### src/rtl/tmr8_pkg.sv
`timescale 1ns/1ps
package tmr8_pkg;

  typedef enum logic [1:0] {
    MODE_FREE = 2'd0,
    MODE_PWM  = 2'd1,
    MODE_CTC  = 2'd2,
    MODE_FREQ = 2'd3
  } tmr_mode_e;

  typedef enum logic [2:0] {
    CS_STOP     = 3'd0,
    CS_DIV1     = 3'd1,
    CS_DIV8     = 3'd2,
    CS_DIV64    = 3'd3,
    CS_DIV256   = 3'd4,
    CS_DIV1024  = 3'd5,
    CS_EXT_FALL = 3'd6,
    CS_EXT_RISE = 3'd7
  } clk_sel_e;

  typedef enum logic [1:0] {
    ADDR_CTRL = 2'd0,
    ADDR_CMP  = 2'd1,
    ADDR_CNT  = 2'd2,
    ADDR_FLAG = 2'd3
  } reg_addr_e;

  typedef struct packed {
    logic      cmp_mask;
    logic      ovf_mask;
    logic      spare;
    tmr_mode_e mode;
    clk_sel_e  clk_sel;
  } ctrl_t;

endpackage

### src/rtl/tmr8_clksel.sv
`timescale 1ns/1ps
// Timer clock select: prescaler taps or synchronized external edges.
module tmr8_clksel
  import tmr8_pkg::*;
#(
  parameter int PRE_W  = 10,
  parameter int SYNC_N = 2
) (
  input  logic     clk,
  input  logic     rst_n,
  input  clk_sel_e sel,
  input  logic     ext_in,
  output logic     tick
);

  localparam int SH8    = 3;
  localparam int SH64   = 6;
  localparam int SH256  = 8;
  localparam int SH1024 = 10;

  logic [PRE_W-1:0]  pre_q;
  logic [SYNC_N-1:0] sync_q;
  logic              ext_prev_q;
  logic              ext_rise;
  logic              ext_fall;
  logic [PRE_W-1:0]  mask;

  // Low bits that must all be ones for a tap to fire
  function automatic logic [PRE_W-1:0] tap_mask(input clk_sel_e s);
    case (s)
      CS_DIV8:    return PRE_W'((1 << SH8) - 1);
      CS_DIV64:   return PRE_W'((1 << SH64) - 1);
      CS_DIV256:  return PRE_W'((1 << SH256) - 1);
      CS_DIV1024: return PRE_W'((1 << SH1024) - 1);
      default:    return '0;
    endcase
  endfunction

  always_ff @(posedge clk or negedge rst_n) begin
    if (!rst_n) pre_q <= '0;
    else        pre_q <= pre_q + 1'b1;
  end

  generate
    if (SYNC_N > 1) begin : g_sync_chain
      always_ff @(posedge clk or negedge rst_n) begin
        if (!rst_n) sync_q <= '0;
        else        sync_q <= {sync_q[SYNC_N-2:0], ext_in};
      end
    end else begin : g_sync_single
      always_ff @(posedge clk or negedge rst_n) begin
        if (!rst_n) sync_q <= '0;
        else        sync_q <= ext_in;
      end
    end
  endgenerate

  always_ff @(posedge clk or negedge rst_n) begin
    if (!rst_n) ext_prev_q <= 1'b0;
    else        ext_prev_q <= sync_q[SYNC_N-1];
  end

  assign ext_rise = sync_q[SYNC_N-1] & ~ext_prev_q;
  assign ext_fall = ~sync_q[SYNC_N-1] & ext_prev_q;
  assign mask     = tap_mask(sel);

  always_comb begin
    case (sel)
      CS_STOP:     tick = 1'b0;
      CS_EXT_FALL: tick = ext_fall;
      CS_EXT_RISE: tick = ext_rise;
      default:     tick = ((pre_q & mask) == mask);
    endcase
  end

endmodule

### src/rtl/tmr8_core.sv
`timescale 1ns/1ps
// Counter, direction, double-buffered compare and match/overflow events.
module tmr8_core
  import tmr8_pkg::*;
#(
  parameter int CNT_W = 8
) (
  input  logic             clk,
  input  logic             rst_n,
  input  logic             tick,
  input  tmr_mode_e        mode,
  input  logic             cnt_wr,
  input  logic [CNT_W-1:0] cnt_wdata,
  input  logic             cmp_wr,
  input  logic [CNT_W-1:0] cmp_wdata,
  output logic [CNT_W-1:0] cnt_q,
  output logic             dir_up,
  output logic [CNT_W-1:0] ocr_act,
  output logic             at_top,
  output logic             at_bottom,
  output logic             match_evt,
  output logic             ovf_evt,
  output logic             up_phase
);

  localparam logic [CNT_W-1:0] TOP    = '1;
  localparam logic [CNT_W-1:0] BOTTOM = '0;

  logic [CNT_W-1:0] ocr_buf;
  logic             step;
  logic             match_raw;

  function automatic logic [CNT_W-1:0] f_next_cnt(
    input logic [CNT_W-1:0] c, input tmr_mode_e m, input logic up, input logic hit);
    case (m)
      MODE_PWM:
        if (up) return (c == TOP)    ? TOP - 1'b1 : c + 1'b1;
        else    return (c == BOTTOM) ? BOTTOM + 1'b1 : c - 1'b1;
      MODE_CTC, MODE_FREQ:
        return hit ? BOTTOM : c + 1'b1;
      default:
        return c + 1'b1;
    endcase
  endfunction

  function automatic logic f_next_dir(
    input logic [CNT_W-1:0] c, input tmr_mode_e m, input logic up);
    if (m != MODE_PWM)            return up;
    if (up && c == TOP)           return 1'b0;
    if (!up && c == BOTTOM)       return 1'b1;
    return up;
  endfunction

  assign at_top    = (cnt_q == TOP);
  assign at_bottom = (cnt_q == BOTTOM);
  assign match_raw = (cnt_q == ocr_act);
  assign step      = tick & ~cnt_wr;
  assign match_evt = step & match_raw;
  assign ovf_evt   = step & ((mode == MODE_PWM) ? (~dir_up & at_bottom) : at_top);
  // Phase of the slope: BOTTOM counts as rising, TOP as falling
  assign up_phase  = dir_up ? ~at_top : at_bottom;

  always_ff @(posedge clk or negedge rst_n) begin
    if (!rst_n) begin
      cnt_q  <= BOTTOM;
      dir_up <= 1'b1;
    end else if (cnt_wr) begin
      cnt_q  <= cnt_wdata;
      dir_up <= 1'b1;
    end else if (tick) begin
      cnt_q  <= f_next_cnt(cnt_q, mode, dir_up, match_raw);
      dir_up <= f_next_dir(cnt_q, mode, dir_up);
    end
  end

  always_ff @(posedge clk or negedge rst_n) begin
    if (!rst_n) begin
      ocr_buf <= '0;
      ocr_act <= '0;
    end else begin
      if (cmp_wr) ocr_buf <= cmp_wdata;
      if (mode != MODE_PWM) begin
        if (cmp_wr) ocr_act <= cmp_wdata;
      end else if (step && at_top) begin
        ocr_act <= ocr_buf;
      end
    end
  end

endmodule

### src/rtl/tmr8_outflags.sv
`timescale 1ns/1ps
// Waveform output, sticky flags and masked requests.
module tmr8_outflags
  import tmr8_pkg::*;
(
  input  logic       clk,
  input  logic       rst_n,
  input  tmr_mode_e  mode,
  input  logic       match_evt,
  input  logic       ovf_evt,
  input  logic       up_phase,
  input  logic       cnt_wr,
  input  logic       clr_wr,
  input  logic [1:0] clr_bits,
  input  logic       ovf_mask,
  input  logic       cmp_mask,
  output logic       wave_out,
  output logic       ovf_flag,
  output logic       cmp_flag,
  output logic       irq_ovf,
  output logic       irq_cmp
);

  function automatic logic f_flag_next(input logic cur, input logic set, input logic clr);
    return set | (cur & ~clr);
  endfunction

  always_ff @(posedge clk or negedge rst_n) begin
    if (!rst_n) begin
      wave_out <= 1'b0;
    end else if (cnt_wr) begin
      wave_out <= 1'b0;
    end else if (match_evt) begin
      case (mode)
        MODE_FREQ: wave_out <= ~wave_out;
        MODE_PWM:  wave_out <= ~up_phase;
        default:   wave_out <= wave_out;
      endcase
    end
  end

  always_ff @(posedge clk or negedge rst_n) begin
    if (!rst_n) begin
      ovf_flag <= 1'b0;
      cmp_flag <= 1'b0;
    end else begin
      ovf_flag <= f_flag_next(ovf_flag, ovf_evt,   clr_wr & clr_bits[0]);
      cmp_flag <= f_flag_next(cmp_flag, match_evt, clr_wr & clr_bits[1]);
    end
  end

  assign irq_ovf = ovf_flag & ovf_mask;
  assign irq_cmp = cmp_flag & cmp_mask;

endmodule

### src/rtl/tmr8_pwm.sv
`timescale 1ns/1ps
module tmr8_pwm
  import tmr8_pkg::*;
#(
  parameter int CNT_W  = 8,
  parameter int PRE_W  = 10,
  parameter int SYNC_N = 2
) (
  input  logic             clk,
  input  logic             rst_n,
  input  logic             ext_in,
  input  logic             wr_en,
  input  logic [1:0]       wr_addr,
  input  logic [CNT_W-1:0] wr_data,
  output logic [CNT_W-1:0] cnt_q,
  output logic             wave_out,
  output logic             ovf_flag,
  output logic             cmp_flag,
  output logic             irq_ovf,
  output logic             irq_cmp
);

  ctrl_t            ctrl_q;
  logic             ctrl_wr;
  logic             cmp_wr;
  logic             cnt_wr;
  logic             clr_wr;
  logic             tick;
  logic             dir_up;
  logic [CNT_W-1:0] ocr_act;
  logic             at_top;
  logic             at_bottom;
  logic             match_evt;
  logic             ovf_evt;
  logic             up_phase;
  tmr_mode_e        mode_w;
  clk_sel_e         clk_sel_w;

  assign ctrl_wr   = wr_en && (wr_addr == ADDR_CTRL);
  assign cmp_wr    = wr_en && (wr_addr == ADDR_CMP);
  assign cnt_wr    = wr_en && (wr_addr == ADDR_CNT);
  assign clr_wr    = wr_en && (wr_addr == ADDR_FLAG);
  assign mode_w    = ctrl_q.mode;
  assign clk_sel_w = ctrl_q.clk_sel;

  always_ff @(posedge clk or negedge rst_n) begin
    if (!rst_n)       ctrl_q <= '0;
    else if (ctrl_wr) ctrl_q <= ctrl_t'(wr_data[7:0]);
  end

  tmr8_clksel #(.PRE_W(PRE_W), .SYNC_N(SYNC_N)) u_clksel (
    .clk    (clk),
    .rst_n  (rst_n),
    .sel    (clk_sel_w),
    .ext_in (ext_in),
    .tick   (tick)
  );

  tmr8_core #(.CNT_W(CNT_W)) u_core (
    .clk       (clk),
    .rst_n     (rst_n),
    .tick      (tick),
    .mode      (mode_w),
    .cnt_wr    (cnt_wr),
    .cnt_wdata (wr_data),
    .cmp_wr    (cmp_wr),
    .cmp_wdata (wr_data),
    .cnt_q     (cnt_q),
    .dir_up    (dir_up),
    .ocr_act   (ocr_act),
    .at_top    (at_top),
    .at_bottom (at_bottom),
    .match_evt (match_evt),
    .ovf_evt   (ovf_evt),
    .up_phase  (up_phase)
  );

  tmr8_outflags u_out (
    .clk       (clk),
    .rst_n     (rst_n),
    .mode      (mode_w),
    .match_evt (match_evt),
    .ovf_evt   (ovf_evt),
    .up_phase  (up_phase),
    .cnt_wr    (cnt_wr),
    .clr_wr    (clr_wr),
    .clr_bits  (wr_data[1:0]),
    .ovf_mask  (ctrl_q.ovf_mask),
    .cmp_mask  (ctrl_q.cmp_mask),
    .wave_out  (wave_out),
    .ovf_flag  (ovf_flag),
    .cmp_flag  (cmp_flag),
    .irq_ovf   (irq_ovf),
    .irq_cmp   (irq_cmp)
  );

endmodule

### config.mk
export PLATFORM = sky130hd
export DESIGN_NAME = tmr8_pwm
export DESIGN_NICKNAME = d
export VERILOG_FILES = /design/src/rtl/tmr8_pkg.sv /design/src/rtl/tmr8_clksel.sv /design/src/rtl/tmr8_core.sv /design/src/rtl/tmr8_outflags.sv /design/src/rtl/tmr8_pwm.sv
export SDC_FILE = /design/constraint.sdc
export NUM_CORES = 1
export LEC_CHECK = 0
export BUFFER_PORTS_ARGS = -buffer_cell sky130_fd_sc_hd__buf_4
export CORE_ASPECT_RATIO = 0.5
export CORE_UTILIZATION = 54
export CTS_BUF_LIST = sky130_fd_sc_hd__clkbuf_8
export CTS_CLUSTER_SIZE = 25
export DETAILED_ROUTE_END_ITERATION = 7
export MAX_ROUTING_LAYER = met4
export PLACE_DENSITY = 0.74
export SYNTH_ARGS = -nofsm -noshare
export SYNTH_HDL_FRONTEND = slang
export SYNTH_SLANG_ARGS = --single-unit
### constraint.sdc
create_clock -name clk -period 5.5 [get_ports clk]
set_clock_uncertainty 0.05 [all_clocks]
set_input_delay 0.275 -clock clk [delete_from_list [all_inputs] [get_ports clk]]
set_output_delay 0.275 -clock clk [all_outputs]
set_load 0.01 [all_outputs]
==> run summary <==
Once layout is done, the placed cells without fillers occupy 0.00309 mm². For the setup slack of the most critical reg-to-reg path, the log shows 2.97 ns. Traced cell by cell, the critical path runs through inv_1 -> ha_1 -> nor3b_1 -> a31oi_1 -> nand2_1 -> o22ai_1 -> nor3_1 -> a311oi_1. STA classifies the critical path endpoint as a register. The post-synthesis sequential element count was 48; the via density per instance was 6.20.

The tools report the share of the yosys chip area belonging to registers as 42.9%. Across every metal layer, demand over resource in global routing totals 25.4%. Along the worst path, the maximum fanout reaches 10. The worst setup path is launched from a register.

Starting density of the core: 56.6%. The quantity of gates resized following cts was 0. The initial antenna violation count is 0, and the post-DP HPWL is 4400 µm. The cell area that synthesis handed to floorplanning was 0.00280 mm². Die boundary width: 104 µm. The required time of the worst setup path is 5.66 ns, and the share of cells above drive strength 1 is 20.7%.

The final critical delay including setup and external delays is 2.53 ns, and the buffer count from post-CTS setup fixing is 0. The setup path with the least slack is of type register to register. The placed instances occupy a cell area of 0.00300 mm². 0 antenna diodes ended up in the layout. On the worst path, the slowest cell contributes a delay of 0.59 ns. The number of endpoints failing setup at the final stage was 0; the number of nets produced by synthesis was 296. The leakage dissipation is 1.25 nW, and the share of flip-flops with an asynchronous set or reset is 100%.

The via count of the first global-routing pass was 2,110. Of the available clock period, the critical path in the final layout requires 46.1%. The family with the most delay on the worst path was compound AO/OA/AOI/OAI gates. The clock latency of the later-clocked register in the worst-skew pair was 0.30 ns; the peak supply drop was 0.192 mV. Fill cells in the final layout number 407. The logs give 278 for the gate count after technology mapping and 0.00550 mm² for the overall die area. The startpoint of the lowest-slack register-to-register path was u_core.cnt_q[0]. The number of buffer and inverter instances along the worst setup path was 1; the number of DRC markers in iteration 0 was 143.

Entering global routing, the biggest net connects 49 pins. The logs give 62.4% for the fraction of the core area covered by cells at the end of the flow and 0 for the aggregate global routing overflow. Data arrives at the worst endpoint at 2.69 ns.

Counting flops with a built-in enable in the synthesized netlist gives 0. In this run the most critical hold path is launched from ext_in. The height of the die is 53.0 µm. The top cell types in the final layout, fill and taps aside, are dfrtp_1, buf_4, nand3_1, nand2_1, nor2_1. The worst hold path stage count works out to 1. Across all hold checks on the routed design, the worst slack comes to 0.0253 ns.

After detailed routing, the number of remaining DRC violations is 0. The library cell used as clock root buffer is clkbuf_8. The share of synthesized area spent on multiplexers works out to 5.62%. The first detailed-routing pass took 4 iterations. The number of buffer cells added on primary ports was 26. Xor/xnor cell area share of the yosys netlist: 7.18%. The flow ran to the end, and the final reports show no timing, DRC or antenna violations. Hold buffer count at cts: 1.

Capture instance of the worst register-to-register path: u_core.cnt_q[1]. Number of warnings reported in the yosys synthesis log: 0. Total power divided by cell area: 382 mW/mm². The worst max-slew margin expressed relative to the limit is 23.7%. Timing would allow up to 395 MHz. Leaving out fill and tap cells, the most frequent cell in the layout is dfrtp_1. Setup repair after global routing left no endpoint under its margin.

The signed area change from the synthesized netlist to the final layout came out at 10.3%. The worst hold path belongs to the class input port to register. Clock-pin slew was measured on the worst setup and hold paths at 0.09 ns. The weighted congestion at the end of routability-driven global placement is 0.896, and the final-layout setup total negative slack is 0 ns. The run gives 27 as the total I/O pin count. TritonCTS built the clock tree. The main combinational cell family by area after synthesis was compound AO/OA/AOI/OAI gates.

The logs give 2 for the buffer levels on the longest clock path and 0 for the count of maximum capacitance violations. The number of unique standard cell types used by synthesis was 61; the number of cells traversed by the worst register-to-register path was 8. In this run the number of H-tree levels came out at 2. The first global-routing pass estimated 10,400 µm of wire. The number of nets in the finished design was 313.

The number of pins with negative max-slew slack in the final report came out at 0. Once detail routing completed, the nets flagged for antenna violations numbered 0. The clock drives 48 sinks. Among all flip-flop cells after synthesis, the most frequent one is dfrtp_1. Adder and majority cell fraction of the synthesized area: 1.78%. The count of endpoints failing hold in the final timing report came out at 0.

The path with the worst hold slack has its endpoint at u_clksel.sync_q[0]. Summed over all layers, the routed wires come to 6400 µm. The compound-gate portion of the synthesized area was 19.8%. On the critical path, the stage with the largest delay is an instance of dfrtp_1. Beginning of the critical path: u_core.cnt_q[0].

The region available for standard cell placement spans 0.00495 mm². The average routed wire per standard cell is 17.5 µm, and the site row count is 18. For this block, the via count after detailed routing is 2,264.

The number of CTS-inserted buffers is 5, and the synthesized-area fraction occupied by and/or/nand/nor cells is 18.6%. The actual slew at the worst max-slew pin is 1.14 ns, and the average instance area after synthesis is 10.1 µm².
[per-layer routing]
| layer | vias up | global-route usage [%] | share of wire (%) |
|---|---|---|---|
| met1 | 1095 | 34.1 | 47 |
| met3 | 10 | 5.30 | 8.0 |
| met5 | - | - | 0 |
| met4 | 0 | 6.67 | 1.2 |
| met2 | 96 | 40.0 | 44 |
| li1 | 1063 | - | - |
[cell families (layout without fill, tap and decap cells)]
kind of cell,Yosys count,after routing
AND/OR/NAND/NOR,90,90
AO/OA/AOI/OAI,74,74
flip-flops,48,48
buffers and inverters,25,42
XOR/XNOR,23,23
multiplexers,14,14
adder cells (fa/ha/maj),4,4
[metrics by stage]
step | power (mW) | setup WS (ns) | instances
after global routing | 1.26 | 2.80 | 365
after CTS | 1.18 | 3.04 | 365
final | 1.18 | 2.97 | 365
after detailed placement | 0.973 | 3.07 | 357
after global placement | 0.965 | 3.07 | 357
after floorplan | 0.848 | 3.36 | 278
[state kept, by name, indices dropped and copies added (netlist names)]
name,cells
u_core.dir_up,1
u_out.wave_out,1
u_out.ovf_flag,1
u_clksel.ext_prev_q,1
u_clksel.sync_q,2
u_core.ocr_act,8
u_clksel.pre_q,10
mode_w,2
u_core.cnt_q,8
clk_sel_w,3
u_out.cmp_flag,1
ctrl_q,2
u_core.ocr_buf,8
[worst max path at each step]
stage | end | slack [ns] | cells past startpoint
detailed placement | u_core.cnt_q[1] | 3.07 | 8
floorplan | u_core.cnt_q[1] | 3.36 | 9
finish | u_core.cnt_q[1] | 2.97 | 8
global placement | u_core.cnt_q[1] | 3.07 | 8
CTS | u_core.cnt_q[1] | 3.04 | 8
global route | u_core.cnt_q[1] | 2.80 | 8
[Yosys cell counts, types with 8 or more instances]
cell       n  area [µm²]
dfrtp_1   47        1180
nand2_1   17        63.8
nand3_1   17        85.1
nor2_1    16        60.1
mux2_2    14         158
o21ai_0   12        60.1
xor2_1    12         105
xnor2_1   11        96.3
clkbuf_1   9        33.8
a21oi_1    8        40.0
inv_1      8        30.0
o21a_1     8        60.1
o32a_1     8        80.1
[worst register-to-register path, delay by kind of cell (launching register included)]
family / cells / cell delay [ns]
flops: 1 / 0.59
compound gates: 3 / 1.03
simple gates: 3 / 0.35
fa+ha+maj: 1 / 0.25
buf+inv: 1 / 0.17
[final cells by class]
| class | instances | area, µm² | area share [%] |
|---|---|---|---|
| flip-flops and latches | 48 | 1200 | 38.9 |
| clock buffers | 5 | 68.8 | 2.22 |
| multi-input cells | 205 | 1490 | 48.1 |
| inverters | 8 | 30.0 | 0.971 |
| clock inverters | 2 | 12.5 | 0.405 |
| well taps | 70 | 87.6 | 2.83 |
| repair buffers | 27 | 205 | 6.63 |
[report_power, final]
group | internal [mW] | switching (mW)
clock | 0.0863 | 0.120
sequential | 0.420 | 0.139
combinational | 0.207 | 0.210
(Power assumes the default switching activity.)
